--- src/rtl/prescaled_down_timer.sv ---
module prescaled_down_timer #(
  parameter int W   = 8,
  parameter int DIV = 32
) (
  input  logic         clk,
  input  logic         rst_n,
  input  logic         cyc_stb,
  input  logic         load_stb,
  input  logic         start_stb,
  input  logic         stop_stb,
  input  logic         get_stb,
  input  logic [W-1:0] load_val,
  input  logic         irq_en_set,
  input  logic         irq_en_clr,
  output logic [W-1:0] count_out,
  output logic         irq_req
);
  localparam int PW = (DIV > 1) ? $clog2(DIV) : 1;
  localparam logic [PW-1:0] PLAST = PW'(DIV - 1);

  logic [W-1:0]  cnt, rld;
  logic [PW-1:0] presc;
  logic          running, uflag, ien;
  logic          tick;

  assign tick    = running && cyc_stb && (presc == PLAST);
  assign irq_req = uflag && ien;

  always_ff @(posedge clk) begin
    if (!rst_n) begin
      presc   <= '0;
      running <= 1'b0;
    end else if (stop_stb) begin
      running <= 1'b0;
    end else if (start_stb) begin
      running <= 1'b1;
      presc   <= '0;
    end else if (running && cyc_stb) begin
      presc <= tick ? '0 : presc + 1'b1;
    end
  end

  always_ff @(posedge clk) begin
    if (!rst_n) begin
      cnt <= '0;
      rld <= '0;
    end else if (load_stb) begin
      cnt <= load_val;
      rld <= load_val;
    end else if (tick && !stop_stb && !start_stb) begin
      cnt <= (cnt <= W'(1)) ? rld : cnt - 1'b1;
    end
  end

  always_ff @(posedge clk) begin
    if (!rst_n || stop_stb)
      uflag <= 1'b0;
    else if (tick && !start_stb && !load_stb && cnt == W'(1))
      uflag <= 1'b1;
  end

  always_ff @(posedge clk) begin
    if (!rst_n)          ien <= 1'b0;
    else if (irq_en_clr) ien <= 1'b0;
    else if (irq_en_set) ien <= 1'b1;
  end

  always_ff @(posedge clk) begin
    if (!rst_n)       count_out <= '0;
    else if (get_stb) count_out <= cnt;
  end
endmodule

--- config.mk ---
export PLATFORM = sky130hd
export DESIGN_NAME = prescaled_down_timer
export DESIGN_NICKNAME = d
export VERILOG_FILES = /design/src/rtl/prescaled_down_timer.sv
export SDC_FILE = /design/constraint.sdc
export NUM_CORES = 1
export LEC_CHECK = 0
export BUFFER_PORTS_ARGS = -buffer_cell sky130_fd_sc_hd__buf_2
export CORE_UTILIZATION = 47
export CTS_CLUSTER_DIAMETER = 30
export CTS_CLUSTER_SIZE = 24
export DETAILED_ROUTE_END_ITERATION = 16
export HOLD_SLACK_MARGIN = 0.15
export PLACE_DENSITY = 0.72
export SYNTH_ARGS = -nofsm -noshare
export SYNTH_HDL_FRONTEND = slang
export SYNTH_SLANG_ARGS = --single-unit
--- constraint.sdc ---
create_clock -name clk -period 2.9 [get_ports clk]
set_clock_uncertainty 0.15 [all_clocks]
set_input_delay 0.87 -clock clk [delete_from_list [all_inputs] [get_ports clk]]
set_output_delay 0.87 -clock clk [all_outputs]
set_load 0.02 [all_outputs]
==> flow_metrics.env, run 1 <==
export IMPL_die_h_microns=59.7
export IMPL_ctsLongestPathBuffers=2
export IMPL_path_depth=7
export IMPL_worst_r2r_cell_count=7
export IMPL_timing_critical_path_max_delay_family="compound AO/OA/AOI/OAI gates"
export IMPL_grt_overflow_total=0
export IMPL_n_antenna_cell=0
export IMPL_cellPowerDensity_nw_per_um2=554
export IMPL_maxSlewViolCount=0
export IMPL_critPathBufInv=0
export IMPL_timing_final_crit_share_pct=83.6
export IMPL_cp_max_fo=16
export IMPL_clk_latency_ns=0.33
export IMPL_final_critical_path_setup_slack_ns=0.476
export IMPL_drtAntennaViolNets=0
export IMPL_reg2reg_from="presc[0]"
export IMPL_min_delay_path_class="reg -> reg"
export IMPL_worst_endpoint_required_ns=3.01
export IMPL_row_count=20
export IMPL_count_of_unresolved_drc_violations_after_routing=0
export IMPL_finalWorstPathRequiredPeriod_ns=2.42
export IMPL_ios=26
export IMPL_worstHoldPathCells=2
export IMPL_design_final_nets=214
export IMPL_synth_net_count=195
export IMPL_grt_antenna_before_repair=0
export IMPL_grt_pass1_wl_mm=5.66
export IMPL_layout_area_overhead_vs_synth_pct=12.4
export IMPL_totalNegativeSetupSlack_ns=0
export IMPL_commonest_cells_after_routing_fill_and_taps_aside="32 x dfxtp_1, 25 x buf_2, 13 x o21ai_0"
export IMPL_cts_sinks=32
export IMPL_gp_routability_congestion=0.824
export IMPL_clock_tree_htree_level_count=2
export IMPL_yosysSeqAreaShare_pct=40.9
export IMPL_number_of_global_route_vias_before_repair=1304
export IMPL_root_buffer="clkbuf_4"
export IMPL_yosys_register_bits=32
export IMPL_critical_path_endpoint_type="flop"
export IMPL_clk_transition_reported_paths_ns=0.11
export IMPL_layout_cells_most_common="dfxtp_1"
export IMPL_yosys_cell_types_count=33
export IMPL_synthesis_yosys_warnings=0
export IMPL_critPathMaxStageDelay_ns=0.77
export IMPL_synthCells=174
export IMPL_post_layout_total_power_mw=0.975
export IMPL_drt_pass1_iterations=4
export IMPL_fmax_ghz=0.413
export IMPL_maxCapViolations=0
export IMPL_drive_gt1_share_pct=17.5
export IMPL_wl_per_cell_microns=13.7
export IMPL_cp_arrival_ns=2.54
export IMPL_crit_slowest_cell="o21bai_1"
export IMPL_crit_chain="ha_1 -> and3_1 -> ha_1 -> nand4b_1 -> o21bai_1 -> o21ai_0 -> a31oi_1"
export IMPL_syn_cell_area_sq_um=1570
export IMPL_hold_buffers=0
export IMPL_static_leakage_power_nw=0.737
export IMPL_critical_path_class="reg -> reg"
export IMPL_post_cts_setup_buffer_count=0
export IMPL_cts_resized_gates=0
export IMPL_io_buffers=25
export IMPL_min_delay_start="rld[0]"
export IMPL_floorplan_core_area_sq_um=3100
export IMPL_ir_worst_vdd_mv=0.324
export IMPL_timing_final_setup_violations=0
export IMPL_tightestPinTransition_ns=0.954
export IMPL_timing_max_slew_rel_slack_pct=36.3
export IMPL_outcome="complete, no violations"
export IMPL_syn_avg_cell_area_sq_um=9.00
export IMPL_crit_path_frequent_cell="ha_1"
export IMPL_startpoint="presc[0]"
export IMPL_tritoncts="done"
export IMPL_fillerInstances=317
export IMPL_track_usage_pct=21.4
export IMPL_pin_count_of_the_biggest_net_entering_global_routing=31
export IMPL_routed_via_count=1344
export IMPL_post_dp_hpwl_mm=2.27
export IMPL_crit_path_start_kind="flop"
export IMPL_preCtsSetupSlack_ns=0.371
export IMPL_tritoncts_num_buffers=5
export IMPL_detail_route_iter0_violations=63
export IMPL_floorplan_die_area_sq_um=3570
export IMPL_initial_utilization_pct=50.5
export IMPL_grt_setup_unrepaired="false"
export IMPL_routed_wl_mm=3.25
export IMPL_timing_hold_violations_final=0
export IMPL_die_width_microns=59.7
export IMPL_number_of_vias_per_cell_after_detailed_routing=5.65
path summary, 6_finish.rpt:
kind / endpoint / slack, ns
worst max-delay path: cnt[3] / 0.48
worst max register to register: cnt[3] / 0.48
worst min-delay path: rld[0] / 0.34
worst min register to register: rld[0] / 0.34
cell type report:
class,instances,area (sq um),share of cell area [%]
multi-input cells,125,845,48.0
flip-flops and latches,32,641,36.4
clock buffers,6,41.3,2.35
clock inverters,2,35.0,1.99
repair buffers,26,133,7.53
well taps,44,55.1,3.13
inverters,3,11.3,0.640
cells by family after synthesis:
kind of cell	count (synthesis)	synth area share, %
muxes	9	5.75
buffers and inverters	17	5.19
and+or+nand+nor	59	21.3
adders and majority gates	4	3.20
xor gates and xnor gates	4	2.24
DFF	32	40.9
AOI/OAI and AO/OA	49	21.4
metal layers:
metal  part of all wire (%)  vias up  global-route usage (%)  wire (microns)
li1                       -      674                       -               -
met1                     47      635                    26.8            1520
met2                     48       27                    34.9            1570
met3                    3.1        8                    4.55             102
met4                    1.5        0                    10.3              50
met5                      0        -                       0               0
synthesized netlist by cell type:
cell	n	area share (%)
or4_1	3	1.4
a211oi_1	1	0.48
nand4b_1	1	0.56
nand3_1	2	0.64
buf_2	2	0.64
nor2b_1	9	3.6
nand2_1	10	2.4
clkbuf_1	10	2.4
and2_1	1	0.40
o31ai_1	1	0.48
inv_1	3	0.72
nor4_1	8	3.2
a211o_1	3	1.7
nor3_1	3	0.96
dfxtp_1	32	41
a311o_1	2	1.3
a31oi_1	10	4.0
o211a_1	3	1.9
mux2i_1	9	5.8
o21bai_1	2	0.96
or3_1	2	0.80
ha_1	4	3.2
xnor2_1	4	2.2
nand3b_1	1	0.48
nor3b_1	3	1.4
a21oi_1	3	0.96
and3_1	1	0.40
buf_6	2	1.4
nor2_1	6	1.4
a21boi_0	10	4.8
o221a_2	1	0.72
o21ai_0	13	4.2
nand2b_1	9	3.6
state kept, by name, summed over array words and instances, names as in the netlist:
name	count
cnt	8
count_out	8
rld	8
presc	5
ien	1
running	1
uflag	1
stage by stage:
| step | utilization [%] | area, sq um | cells | hold WS (ns) |
|---|---|---|---|---|
| floorplan | - | 1570 | 174 | 0.306 |
| global placement | 54.3 | 1680 | 230 | 0.318 |
| detailed placement | 54.3 | 1680 | 230 | 0.326 |
| CTS | 56.7 | 1760 | 238 | 0.342 |
| global route | 56.7 | 1760 | 238 | 0.362 |
| finish | 56.7 | 1760 | 238 | 0.336 |
power by group:
group          leakage, nW  internal [mW]  total [mW]  switching [mW]
clock               0.0422          0.181       0.332           0.151
combinational        0.432         0.0690       0.153          0.0841
sequential           0.263          0.463       0.490          0.0276
total                0.737          0.712       0.975           0.263
worst min-delay path, cell delays in order, from the launching register on:
cell and delay, ns:
dfxtp_1 0.32, nand2b_1 0.06, a21boi_0 0.07
Power figures use the tool's default switching activity.
==> inputs of run 2 (changes only) <==
ABC_AREA = 1   (was not set)
clock period = 2.5 ns   (was 2.9 ns; I/O delays follow)
==> flow_metrics.env, run 2 <==
export IMPL_min_delay_start="rld[1]"
export IMPL_synthCells=224
export IMPL_n_antenna_cell=0
export IMPL_drtAntennaViolNets=0
export IMPL_yosys_most_used_dff="dfxtp_1"
export IMPL_track_usage_pct=20.2
export IMPL_timing_hold_violations_final=0
export IMPL_min_delay_path_class="reg -> reg"
export IMPL_clock_tree_htree_level_count=2
export IMPL_share_of_flip_flops_with_an_asynchronous_set_or_reset_after_synthesis_pct=0
export IMPL_drive_gt1_share_pct=21.8
export IMPL_outcome="complete, no violations"
export IMPL_cp_arrival_ns=2.00
export IMPL_layout_cells_most_common="nand2_1"
export IMPL_grt_overflow_total=0
export IMPL_layout_area_overhead_vs_synth_pct=11.0
export IMPL_yosys_area_top_type_share_pct=40.3
export IMPL_maxCapViolations=0
export IMPL_row_count=20
export IMPL_post_dp_hpwl_mm=2.37
export IMPL_instance_count_after_placement_with_tap_cells_included=287
export IMPL_power_share_clock_pct=24.0
export IMPL_gp_routability_congestion=0.828
export IMPL_ios=26
export IMPL_power_switching_share_pct=31.2
export IMPL_die_width_microns=60.2
export IMPL_intPower_mw=0.714
export IMPL_switching_power_mw=0.324
export IMPL_hold_buffers=0
export IMPL_detail_route_iter0_violations=70
export IMPL_grt_setup_unrepaired="false"
export IMPL_synth_edf_count=0
export IMPL_initial_utilization_pct=50.8
export IMPL_wl_per_cell_microns=10.5
export IMPL_critPathMaxStageDelay_ns=0.37
export IMPL_worst_r2r_cell_count=11
export IMPL_timing_max_slew_rel_slack_pct=74.6
export IMPL_grt_pass1_wl_mm=5.33
export IMPL_crit_slowest_cell="dfxtp_1"
export IMPL_routed_wl_mm=3.07
export IMPL_finalWorstPathRequiredPeriod_ns=1.93
export IMPL_io_buffers=25
export IMPL_design_final_nets=271
export IMPL_reg2reg_from="presc[0]"
export IMPL_floorplan_core_area_sq_um=3130
export IMPL_ctsLongestPathBuffers=2
export IMPL_timing_final_setup_violations=0
export IMPL_cts_resized_gates=0
export IMPL_static_leakage_power_nw=0.873
export IMPL_yosys_register_bits=32
export IMPL_grt_antenna_before_repair=0
export IMPL_count_of_unresolved_drc_violations_after_routing=0
export IMPL_clk_transition_reported_paths_ns=0.08
export IMPL_pwr_share_seq_pct=54.2
export IMPL_synth_most_common_cell="nand2_1"
export IMPL_r2r_slack_ns=0.57
export IMPL_number_of_vias_per_cell_after_detailed_routing=4.92
export IMPL_tightestPinTransition_ns=0.381
export IMPL_floorplan_die_area_sq_um=3620
export IMPL_synthesis_yosys_warnings=0
export IMPL_crit_path_start_kind="flop"
export IMPL_tritoncts="done"
export IMPL_worst_endpoint_required_ns=2.57
export IMPL_commonest_cells_after_routing_fill_and_taps_aside="53 x nand2_1, 32 x dfxtp_1, 25 x buf_2"
export IMPL_cts_sinks=32
export IMPL_number_of_global_route_vias_before_repair=1313
export IMPL_syn_cell_area_sq_um=1590
export IMPL_die_h_microns=60.2
export IMPL_synth_net_count=245
export IMPL_maxSlewViolCount=0
export IMPL_yosysSeqAreaShare_pct=40.3
export IMPL_drt_pass1_iterations=5
export IMPL_yosys_area_top_type="dfxtp_1"
export IMPL_totalNegativeSetupSlack_ns=0
export IMPL_worst_hold_endpoint="rld[1]"
export IMPL_crit_chain="ha_1 -> inv_1 -> nor3_1 -> ha_1 -> nand3_1 -> nor2_1 -> nand2_1 -> nand2_2 -> inv_2 -> nor2_1 -> a21oi_2"
export IMPL_root_buffer="clkbuf_4"
export IMPL_clk_latency_ns=0.33
export IMPL_netlist_top_cells_area="dfxtp_1 40%, nand2_1 13%, a21oi_1 6.0%, inv_1 5.2%, a21oi_2 5.0%"
export IMPL_timing_rr_end="cnt[6]"
export IMPL_instances_no_fill=292
export IMPL_yosys_cell_types_count=24
export IMPL_worstHoldPathCells=2
export IMPL_biggestRegsByFlops="cnt x8, count_out x8, rld x8"
export IMPL_synth_cells_most_frequent="53 x nand2_1, 32 x dfxtp_1, 22 x inv_1"
export IMPL_post_cts_setup_buffer_count=0
export IMPL_routed_via_count=1437
export IMPL_syn_avg_cell_area_sq_um=7.10
export IMPL_p_comb_share_pct=21.9
export IMPL_critical_path_class="reg -> reg"
export IMPL_ir_worst_vdd_mv=0.320
export IMPL_tritoncts_num_buffers=5
export IMPL_fmax_ghz=0.519
export IMPL_pin_count_of_the_biggest_net_entering_global_routing=20
export IMPL_timing_final_crit_share_pct=77.1
export IMPL_cp_max_fo=9
export IMPL_critical_path_endpoint_type="flop"
export IMPL_cellPowerDensity_nw_per_um2=588
-- run 2: changes by cell type after synthesis, sizes merged, moves of 8 or more --
cell | previous run | this run
nor4 | 8 | 0
a31oi | 10 | 1
nand2b | 9 | 0
nand3 | 2 | 14
a21oi | 3 | 28
inv | 3 | 29
nor2 | 6 | 22
nand2 | 10 | 60
nor2b | 9 | 0
a21boi | 10 | 0
mux2i | 9 | 0
-- run 2: stage by stage --
| stage | setup WS (ns) | hold slack [ns] | area (sq um) | util, % | total power [mW] |
|---|---|---|---|---|---|
| after floorplan | 0.792 | 0.287 | 1590 | - | 0.747 |
| after global placement | 0.648 | 0.308 | 1730 | 55.2 | 0.798 |
| after detailed placement | 0.564 | 0.312 | 1730 | 55.2 | 0.802 |
| after CTS | 0.553 | 0.326 | 1770 | 56.4 | 1.05 |
| after global routing | 0.388 | 0.348 | 1770 | 56.4 | 1.11 |
| final | 0.572 | 0.322 | 1770 | 56.4 | 1.04 |
-- run 2: power by group through the flow --
stage          Clock, mW  Sequential (mW)  Combinational [mW]
6_report           0.249            0.562               0.227
5_1_grt            0.282            0.568               0.258
4_1_cts            0.261            0.562               0.229
3_5_place_dp           0            0.574               0.227
3_3_place_gp           0            0.573               0.225
2_1_floorplan          0            0.580               0.167
-- run 2: layer usage --
layer  vias to the layer above  track usage (%)  routed length, microns
met2                        28             34.5                    1460
li1                        773                -                       -
met1                       627             22.9                    1420
met4                         0             8.97                      57
met3                         9             5.84                     132
met5                         -                0                       0
-- run 2: area by class of cell --
type	instances	area, sq um
flip-flops and latches	32	641
fillers	320	1360
clock buffers	5	37.5
well taps	44	55.1
inverters	29	116
multi-input cells	157	791
repair buffers	25	125
-- run 2: how the worst max path moves through the flow --
stage,slack (ns),end,cells after the start,from
global placement,0.65,cnt[4],11,presc[0]
detailed placement,0.56,cnt[0],11,presc[0]
CTS,0.55,cnt[0],11,presc[0]
floorplan,0.79,cnt[6],11,presc[0]
finish,0.57,cnt[6],11,presc[0]
global route,0.39,cnt[4],11,presc[0]
-- run 2: critical path: cells and delay by family, from the launching register on --
kind	cells	cell delay [ns]
AND/OR/NAND/NOR	6	0.74
adder cells (fa/ha/maj)	2	0.34
flip-flops	1	0.37
AO/OA/AOI/OAI	1	0.06
buffers and inverters	2	0.16
-- run 2: cells by family (layout without fill, tap and decap cells) --
kind of cell               after synthesis  after routing  share of synthesized area [%]
and+or+nand+nor                        104            104                           28.7
adders and majority gates                4              4                           3.15
AOI/OAI and AO/OA                       48             48                           17.3
DFF                                     32             32                           40.3
xor gates and xnor gates                 1              1                          0.551
buffers and inverters                   35             59                           9.99
